**src/rtl/lite_uart_pkg.sv**
```systemverilog
package lite_uart_pkg;

  // Register word index (byte offset >> 2)
  typedef enum logic [1:0] {
    SEL_RXDATA = 2'd0,
    SEL_TXDATA = 2'd1,
    SEL_STATUS = 2'd2,
    SEL_CTRL   = 2'd3
  } reg_sel_e;

  // Control bit positions
  localparam int unsigned CTL_TXCLR = 0;
  localparam int unsigned CTL_RXCLR = 1;
  localparam int unsigned CTL_IE    = 4;

  // Strobes from control to datapath
  typedef struct packed {
    logic txPush;
    logic rxPop;
    logic txFlush;
    logic rxFlush;
  } uart_strobe_t;

  // Flags and events from datapath to control
  typedef struct packed {
    logic rxValid;
    logic rxFull;
    logic txEmpty;
    logic txFull;
    logic evtOverrun;
    logic evtFrame;
    logic evtParity;
  } uart_flags_t;

endpackage

```
**src/rtl/lite_uart_fifo.sv**
```systemverilog
module lite_uart_fifo #(
  parameter int unsigned W     = 8,
  parameter int unsigned DEPTH = 16
) (
  input  logic         clk,
  input  logic         rstN,
  input  logic         push,
  input  logic         pop,
  input  logic         flush,
  input  logic [W-1:0] wrData,
  output logic [W-1:0] rdData,
  output logic         empty,
  output logic         full
);
  localparam int unsigned AW = (DEPTH > 1) ? $clog2(DEPTH) : 1;
  localparam int unsigned CW = $clog2(DEPTH + 1);

  logic [W-1:0]  mem [DEPTH];
  logic [AW-1:0] wrPtr, rdPtr;
  logic [CW-1:0] count;
  logic          doPush, doPop;

  assign empty  = (count == '0);
  assign full   = (count == CW'(DEPTH));
  assign doPush = push && !full;
  assign doPop  = pop && !empty;
  assign rdData = mem[rdPtr];

  function automatic logic [AW-1:0] nextPtr(input logic [AW-1:0] p);
    return (p == AW'(DEPTH - 1)) ? '0 : p + 1'b1;
  endfunction

  always_ff @(posedge clk) begin
    if (!rstN) begin
      wrPtr <= '0;
      rdPtr <= '0;
      count <= '0;
    end else if (flush) begin
      wrPtr <= '0;
      rdPtr <= '0;
      count <= '0;
    end else begin
      if (doPush) wrPtr <= nextPtr(wrPtr);
      if (doPop)  rdPtr <= nextPtr(rdPtr);
      count <= count + CW'(doPush) - CW'(doPop);
    end
  end

  always_ff @(posedge clk) begin
    if (doPush) mem[wrPtr] <= wrData;
  end

  // a flush leaves the queue empty
  a_r4_flush_empties: assert property (@(posedge clk) disable iff (!rstN)
    flush |=> empty);

  // pushing into a full queue changes nothing
  a_r5_no_overflow: assert property (@(posedge clk) disable iff (!rstN)
    (full && push && !pop && !flush) |=> (full && $stable(wrPtr)));

endmodule

```
**src/rtl/lite_uart_dp.sv**
```systemverilog
module lite_uart_dp
  import lite_uart_pkg::*;
#(
  parameter int unsigned TICK_DIV   = 27,
  parameter int unsigned DATA_BITS  = 8,
  parameter int unsigned PARITY     = 1,   // 0 none, 1 even, 2 odd
  parameter int unsigned FIFO_DEPTH = 16
) (
  input  logic                 clk,
  input  logic                 rstN,
  input  uart_strobe_t         strobe,
  input  logic [DATA_BITS-1:0] txByte,
  output logic [DATA_BITS-1:0] rxHead,
  output uart_flags_t          flags,
  input  logic                 rxd,
  output logic                 txd
);
  localparam int unsigned PB         = (PARITY != 0) ? 1 : 0;
  localparam int unsigned RXB        = DATA_BITS + PB;        // bits after start, before stop
  localparam int unsigned FRAME_BITS = RXB + 2;
  localparam int unsigned BIT_CLKS   = 16 * TICK_DIV;
  localparam int unsigned TDW        = $clog2(TICK_DIV + 1);
  localparam int unsigned BCW        = $clog2(BIT_CLKS);
  localparam int unsigned FW         = $clog2(FRAME_BITS + 1);
  localparam int unsigned IXW        = $clog2(RXB + 1);
  localparam logic        ODD_PAR    = (PARITY == 2);

  // ---------------- transmit path ----------------
  logic [DATA_BITS-1:0]  txHead;
  logic                  txEmpty, txFull, txBusy, txLoad;
  logic [FRAME_BITS-1:0] txSh, loadFrame;
  logic [BCW-1:0]        txClk;
  logic [FW-1:0]         bitsLeft;

  assign txLoad = !txBusy && !txEmpty;

  lite_uart_fifo #(.W(DATA_BITS), .DEPTH(FIFO_DEPTH)) u_txq (
    .clk, .rstN, .push(strobe.txPush), .pop(txLoad), .flush(strobe.txFlush),
    .wrData(txByte), .rdData(txHead), .empty(txEmpty), .full(txFull));

  generate
    if (PB != 0) begin : g_txpar
      assign loadFrame = {1'b1, (^txHead) ^ ODD_PAR, txHead, 1'b0};
    end else begin : g_txnopar
      assign loadFrame = {1'b1, txHead, 1'b0};
    end
  endgenerate

  always_ff @(posedge clk) begin
    if (!rstN) begin
      txBusy   <= 1'b0;
      txSh     <= '1;
      txClk    <= '0;
      bitsLeft <= '0;
    end else if (txLoad) begin
      txBusy   <= 1'b1;
      txSh     <= loadFrame;
      txClk    <= '0;
      bitsLeft <= FW'(FRAME_BITS);
    end else if (txBusy) begin
      if (txClk == BCW'(BIT_CLKS - 1)) begin
        txClk    <= '0;
        txSh     <= {1'b1, txSh[FRAME_BITS-1:1]};
        bitsLeft <= bitsLeft - 1'b1;
        if (bitsLeft == FW'(1)) txBusy <= 1'b0;
      end else begin
        txClk <= txClk + 1'b1;
      end
    end
  end

  assign txd = txBusy ? txSh[0] : 1'b1;

  // ---------------- receive path ----------------
  typedef enum logic [1:0] {RX_IDLE, RX_START, RX_BITS, RX_HOLD} rx_state_e;

  rx_state_e            rxState;
  logic [TDW-1:0]       tickCnt;
  logic                 tick, rxMeta, rxS;
  logic [3:0]           smpCnt;
  logic [IXW-1:0]       rxIdx;
  logic [RXB-1:0]       rxSh;
  logic                 rxDoneQ, frameQ, parQ, parErrNow;
  logic [DATA_BITS-1:0] rxData;
  logic                 rxEmpty, rxFull, rxPush;

  assign tick = (tickCnt == TDW'(TICK_DIV - 1));

  always_ff @(posedge clk) begin
    if (!rstN) begin
      tickCnt <= '0;
      rxMeta  <= 1'b1;
      rxS     <= 1'b1;
    end else begin
      tickCnt <= tick ? '0 : tickCnt + 1'b1;
      rxMeta  <= rxd;
      rxS     <= rxMeta;
    end
  end

  generate
    if (PB != 0) begin : g_rxpar
      assign parErrNow = rxSh[DATA_BITS] != ((^rxSh[DATA_BITS-1:0]) ^ ODD_PAR);
    end else begin : g_rxnopar
      assign parErrNow = 1'b0;
    end
  endgenerate

  always_ff @(posedge clk) begin
    if (!rstN) begin
      rxState <= RX_IDLE;
      smpCnt  <= '0;
      rxIdx   <= '0;
      rxSh    <= '0;
      rxDoneQ <= 1'b0;
      frameQ  <= 1'b0;
      parQ    <= 1'b0;
      rxData  <= '0;
    end else begin
      rxDoneQ <= 1'b0;
      unique case (rxState)
        RX_IDLE: if (!rxS) begin
          rxState <= RX_START;
          smpCnt  <= '0;
        end
        RX_START: if (tick) begin
          if (smpCnt == 4'd7) begin
            smpCnt  <= '0;
            rxIdx   <= '0;
            rxState <= rxS ? RX_IDLE : RX_BITS;
          end else smpCnt <= smpCnt + 1'b1;
        end
        RX_BITS: if (tick) begin
          if (smpCnt == 4'd15) begin
            smpCnt <= '0;
            if (rxIdx == IXW'(RXB)) begin
              rxDoneQ <= 1'b1;
              frameQ  <= !rxS;
              parQ    <= parErrNow;
              rxData  <= rxSh[DATA_BITS-1:0];
              rxState <= RX_HOLD;
            end else begin
              rxSh  <= {rxS, rxSh[RXB-1:1]};
              rxIdx <= rxIdx + 1'b1;
            end
          end else smpCnt <= smpCnt + 1'b1;
        end
        RX_HOLD: if (rxS) rxState <= RX_IDLE;
        default: rxState <= RX_IDLE;
      endcase
    end
  end

  assign rxPush = rxDoneQ && !frameQ;

  lite_uart_fifo #(.W(DATA_BITS), .DEPTH(FIFO_DEPTH)) u_rxq (
    .clk, .rstN, .push(rxPush), .pop(strobe.rxPop), .flush(strobe.rxFlush),
    .wrData(rxData), .rdData(rxHead), .empty(rxEmpty), .full(rxFull));

  always_comb begin
    flags.rxValid    = !rxEmpty;
    flags.rxFull     = rxFull;
    flags.txEmpty    = txEmpty;
    flags.txFull     = txFull;
    flags.evtOverrun = rxPush && rxFull;
    flags.evtFrame   = rxDoneQ && frameQ;
    flags.evtParity  = rxPush && parQ;
  end

  // a dropped character leaves the full queue as it was
  a_r6_overrun_keeps_full: assert property (@(posedge clk) disable iff (!rstN)
    (flags.evtOverrun && !strobe.rxPop && !strobe.rxFlush) |=> rxFull);

  // the last bit before the shifter goes idle is a high stop bit
  a_r12_stop_high: assert property (@(posedge clk) disable iff (!rstN)
    $fell(txBusy) |-> $past(txd));

  // data phase only after a low sample at mid start bit
  a_r13_start_confirmed: assert property (@(posedge clk) disable iff (!rstN)
    (rxState == RX_BITS && $past(rxState) == RX_START) |-> !$past(rxS));

endmodule

```
**src/rtl/lite_uart_ctrl.sv**
```systemverilog
module lite_uart_ctrl
  import lite_uart_pkg::*;
#(
  parameter int unsigned DATA_BITS = 8
) (
  input  logic                 clk,
  input  logic                 rstN,
  input  logic                 busRd,
  input  logic                 busWr,
  input  logic [1:0]           busSel,
  input  logic [7:0]           busWrData,
  input  logic [DATA_BITS-1:0] rxHead,
  input  uart_flags_t          flags,
  output uart_strobe_t         strobe,
  output logic [DATA_BITS-1:0] txByte,
  output logic [31:0]          busRdData,
  output logic                 irq
);
  reg_sel_e   sel;
  logic       ctrlWr, statusRd;
  logic       ie, ovrF, frmF, parF, rxEmptyQ, txEmptyQ;
  logic [7:0] statusByte;

  assign sel      = reg_sel_e'(busSel);
  assign ctrlWr   = busWr && (sel == SEL_CTRL);
  assign statusRd = busRd && (sel == SEL_STATUS);
  assign txByte   = busWrData[DATA_BITS-1:0];

  always_comb begin
    strobe.txPush  = busWr && (sel == SEL_TXDATA);
    strobe.rxPop   = busRd && (sel == SEL_RXDATA);
    strobe.txFlush = ctrlWr && busWrData[CTL_TXCLR];
    strobe.rxFlush = ctrlWr && busWrData[CTL_RXCLR];
  end

  always_ff @(posedge clk) begin
    if (!rstN) begin
      ie       <= 1'b0;
      ovrF     <= 1'b0;
      frmF     <= 1'b0;
      parF     <= 1'b0;
      rxEmptyQ <= 1'b1;
      txEmptyQ <= 1'b1;
    end else begin
      if (ctrlWr) ie <= busWrData[CTL_IE];
      ovrF     <= flags.evtOverrun | (ovrF & ~statusRd);
      frmF     <= flags.evtFrame   | (frmF & ~statusRd);
      parF     <= flags.evtParity  | (parF & ~statusRd);
      rxEmptyQ <= !flags.rxValid;
      txEmptyQ <= flags.txEmpty;
    end
  end

  assign statusByte = {parF, frmF, ovrF, ie,
                       flags.txFull, flags.txEmpty, flags.rxFull, flags.rxValid};

  always_comb begin
    unique case (sel)
      SEL_RXDATA: busRdData = 32'(rxHead);
      SEL_STATUS: busRdData = 32'(statusByte);
      default:    busRdData = '0;
    endcase
  end

  assign irq = ie & ((rxEmptyQ & flags.rxValid) | (~txEmptyQ & flags.txEmpty));

  // interrupt enable takes the written bit
  a_r3_ie_follows_write: assert property (@(posedge clk) disable iff (!rstN)
    ctrlWr |=> (ie == $past(busWrData[CTL_IE])));

  // a status read with no new error clears all sticky flags
  a_r9_read_clears: assert property (@(posedge clk) disable iff (!rstN)
    (statusRd && !flags.evtOverrun && !flags.evtFrame && !flags.evtParity)
      |=> (!ovrF && !frmF && !parF));

  // a pulse only follows a change of a queue-state flag
  a_r10_irq_on_change: assert property (@(posedge clk) disable iff (!rstN)
    irq |-> ((flags.rxValid != $past(flags.rxValid)) ||
             (flags.txEmpty != $past(flags.txEmpty))));

endmodule

```
**src/rtl/lite_uart.sv**
```systemverilog
module lite_uart
  import lite_uart_pkg::*;
#(
  parameter int unsigned TICK_DIV   = 27,
  parameter int unsigned DATA_BITS  = 8,
  parameter int unsigned PARITY     = 1,
  parameter int unsigned FIFO_DEPTH = 16
) (
  input  logic        clk,
  input  logic        rstN,
  input  logic        busRd,
  input  logic        busWr,
  input  logic [1:0]  busSel,
  input  logic [7:0]  busWrData,
  output logic [31:0] busRdData,
  output logic        irq,
  input  logic        rxd,
  output logic        txd
);
  uart_strobe_t         strobe;
  uart_flags_t          flags;
  logic [DATA_BITS-1:0] txByte, rxHead;

  lite_uart_ctrl #(.DATA_BITS(DATA_BITS)) u_ctrl (
    .clk, .rstN, .busRd, .busWr, .busSel, .busWrData,
    .rxHead, .flags, .strobe, .txByte, .busRdData, .irq);

  lite_uart_dp #(.TICK_DIV(TICK_DIV), .DATA_BITS(DATA_BITS),
                 .PARITY(PARITY), .FIFO_DEPTH(FIFO_DEPTH)) u_dp (
    .clk, .rstN, .strobe, .txByte, .rxHead, .flags, .rxd, .txd);

endmodule

```
**config.mk**
```make
export PLATFORM = sky130hd
export DESIGN_NAME = lite_uart
export DESIGN_NICKNAME = d
export VERILOG_FILES = /design/src/rtl/lite_uart_pkg.sv /design/src/rtl/lite_uart_fifo.sv /design/src/rtl/lite_uart_dp.sv /design/src/rtl/lite_uart_ctrl.sv /design/src/rtl/lite_uart.sv
export SDC_FILE = /design/constraint.sdc
export NUM_CORES = 1
export LEC_CHECK = 0
export BUFFER_PORTS_ARGS = -buffer_cell sky130_fd_sc_hd__buf_2
export CAP_MARGIN = 15
export CORE_MARGIN = 3
export CORE_UTILIZATION = 50
export CTS_CLUSTER_SIZE = 12
export DETAILED_ROUTE_END_ITERATION = 6
export GPL_ROUTABILITY_DRIVEN = 0
export GPL_TIMING_DRIVEN = 0
export PLACE_DENSITY = 0.69
export SKIP_LAST_GASP = 1
export SLEW_MARGIN = 20
export SYNTH_ARGS = -nofsm -noshare
export SYNTH_HDL_FRONTEND = slang
export SYNTH_SLANG_ARGS = --single-unit
export TNS_END_PERCENT = 10
```
**constraint.sdc**
```tcl
create_clock -name clk -period 5 [get_ports clk]
set_input_delay 0 -clock clk [delete_from_list [all_inputs] [get_ports clk]]
set_output_delay 0 -clock clk [all_outputs]
set_load 0.02 [all_outputs]
```
==> reports/metrics.cfg <==
[synthesis]
ys_top_cells_by_area=edfxtp_1 (52%), dfxtp_1 (14%), mux4_2 (9.4%), ha_1 (2.8%), mux2i_1 (2.4%)
synth_edf_count=256
async_reset_ff_share_pct=0
synth_top_cell_by_area=edfxtp_1
ys_top_cells_by_count=edfxtp_1 (256), dfxtp_1 (101), nor2_1 (86), nand2_1 (76), mux4_2 (62)
ys_warn_count=0
synth_most_common_cell=edfxtp_1
ys_seq_area_share_pct=65.29
synthFlopType=edfxtp_1
syn_avg_cell_area_um2=15.10
syn_inst=985
ys_ff_latch=357
ys_types=57
netlist_area_um2=14870
netlist.area_leader.share_pct=51.70

[sta]
finClkSkew_ns=0.02390
slew_violations=0
timing.hold.ws_ns=-0.01917
setup_viol=0
rsz0062_at_grt=false
fmax_ghz=0.3057
hold_viol_final=1
period_share_pct=65.42
tightest_slew_ns=0.9591
slew_headroom_pct=35.82
tns_ns=0
fin_crit_ns=3.271

[worst_setup_path]
end_kind=register
rrSetupSlack_ns=1.73
critPathArrivalTime_ns=3.73
start_kind=register
critPathKind=register to register
cp_data_required_time_ns=5.46
crit_path_max_fanout=10

[global_routing]
grt_max_degree=18
antenna_found_initial=0
grt_overflow=0
grt_usage_pct=18.81
grt_pass1_wl_um=45740
grt_pass1_vias=8079

[clock_network]
cts-buffers-inserted=39
cts_tree=done
clock-root-buffer=clkbuf_16
cts_sinks=357
cts_max_path_buffers=3
htreeDepth=2
clk-insertion-delay-late_ns=0.53
cts_setup_buffers=0
clk_pin_slew_ns=0.06
cts-hold-fix-buffers=12
cts-resized-gates=0

[power_and_ir_drop]
total_leakage_power_nw=5.789
ir_worst_vdd_uv=241.2
power_per_cell_area_nw_per_um2=422.6

[cells_and_area]
design_area_um2=16920
antenna_cells=0
syn_to_final_growth_pct=13.77
fin_cells=1499
postLayoutCoreUtil_pct=58.31
drive_gt1_share_pct=16.77
final_nets=1135

[floorplan]
coreArea_um2=29010
rows=62
dieArea_um2=31850
fp.dieW_um=178.5
die_h_um=178.5
io-pin-count=49
initial_core_util_pct=51.25

[placed_design]
port_buffers=24
dp_hpwl_um=19230
place_area_um2=15600
dp.cells=1416

[drt]
final_antenna_net_count=0
vias=8089
drtPass1Iterations=5
wire_per_inst_um=19.65
wl_um=29460
drtIter0Drc=640
viasPerCell=5.396
drc=0

[run]
maxCapViolCount=0

[outcome]
status=complete, but fails checks
violations=hold timing

[min_path]
worstHoldPathType=input port to register

## through the flow
step / total power, mW / worst slack (ns)
6_report: 7.151 / 1.729
5_1_grt: 7.458 / 1.358
4_1_cts: 7.215 / 1.684
3_5_place_dp: 4.505 / 1.731
3_3_place_gp: 4.487 / 1.581
2_1_floorplan: 4.231 / 2.196
## power by group
group	internal [mW]	total (mW)	switching, mW
Clock	1.58	2.70	1.12
Combinational	0.516	1.13	0.612
Sequential	3.25	3.33	0.0716
Total	5.35	7.15	1.81
## registers in the layout (all words and copies together) (netlist names), 4 cells and up, named ones only
name,cells
u_dp.u_txq.wrPtr,4
u_dp.smpCnt,4
u_dp.bitsLeft,4
u_dp.txClk,9
u_dp.rxSh,9
u_dp.u_rxq.count,5
u_dp.u_txq.mem,128
u_dp.u_rxq.wrPtr,4
u_dp.u_rxq.rdPtr,4
u_dp.rxIdx,4
u_dp.rxData,8
u_dp.u_rxq.mem,128
u_dp.u_txq.rdPtr,4
u_dp.tickCnt,5
u_dp.u_txq.count,5
u_dp.txSh,10
## worst max-delay path: stages (launching register included)
cell	delay, ns
dfxtp_1	0.32
inv_1	0.07
ha_1	0.18
nor4b_1	0.71
nor2_1	0.37
nand2b_1	0.26
nand2_1	0.08
ha_1	0.22
inv_1	0.08
fa_1	0.20
inv_1	0.05
a21oi_1	0.12
nor2_1	0.06
or3_1	0.33
a21oi_1	0.14
## cell usage in the layout (no fill, tap or decap), types with 8 or more instances in the layout
| cell type | n |
|---|---|
| a21oi_1 | 23 |
| a22oi_1 | 19 |
| and2_1 | 8 |
| and3_1 | 10 |
| buf_2 | 29 |
| buf_4 | 27 |
| clkbuf_1 | 39 |
| clkbuf_16 | 40 |
| conb_1 | 24 |
| dfxtp_1 | 101 |
| dlygate4sd3_1 | 12 |
| edfxtp_1 | 256 |
| ha_1 | 33 |
| inv_1 | 21 |
| mux2i_1 | 36 |
| mux4_1 | 10 |
| mux4_2 | 62 |
| nand2_1 | 76 |
| nand2b_1 | 9 |
| nand3_1 | 14 |
| nor2_1 | 86 |
| nor2b_1 | 32 |
| nor3_2 | 9 |
| o21ai_0 | 18 |
| xnor2_1 | 21 |
| xor2_1 | 18 |
## cell type report
type                    instances  area [µm²]
plain buffers                  64       404.1
clock buffers                  62        1104
clock inverters                 9       92.59
fillers                      2255       12090
inverters                      21       78.83
multi-input cells             566        4810
flip-flops and latches        357        9709
well taps                     384       480.5
repair buffers                 36       240.2
## logic make-up after synthesis
kind of cell,share of synthesized area [%]
buf+inv,3.248
xor+xnor,2.297
fa+ha+maj,3.046
mux,13.58
simple gates,9.020
flops,65.29
other cells,0.02522
compound gates,3.492
## metal layers
layer / global-route usage (%) / vias to the layer above / share of wire, %
li1: - / 3848 / -
met1: 27.12 / 4011 / 45
met2: 29.60 / 184 / 48
met3: 3.491 / 46 / 5.4
met4: 5.227 / 0 / 2.0
met5: 0 / - / 0
## path summary, 6_finish.rpt
check | cells after the start | startpoint | end
worst max register to register | 14 | u_dp.u_txq.count[2]$_SDFF_PP0_ | u_dp.u_txq.count[4]$_SDFF_PP0_
worst min register to register | 1 | u_dp.rxMeta$_SDFF_PN1_ | u_dp.rxS$_SDFF_PN1_
worst min-delay path | 4 | busSel[1] | u_dp.u_txq.wrPtr[1]$_SDFFE_PP0P_
worst max-delay path | 14 | u_dp.u_txq.count[2]$_SDFF_PP0_ | u_dp.u_txq.count[4]$_SDFF_PP0_
(Power assumes the default switching activity.)
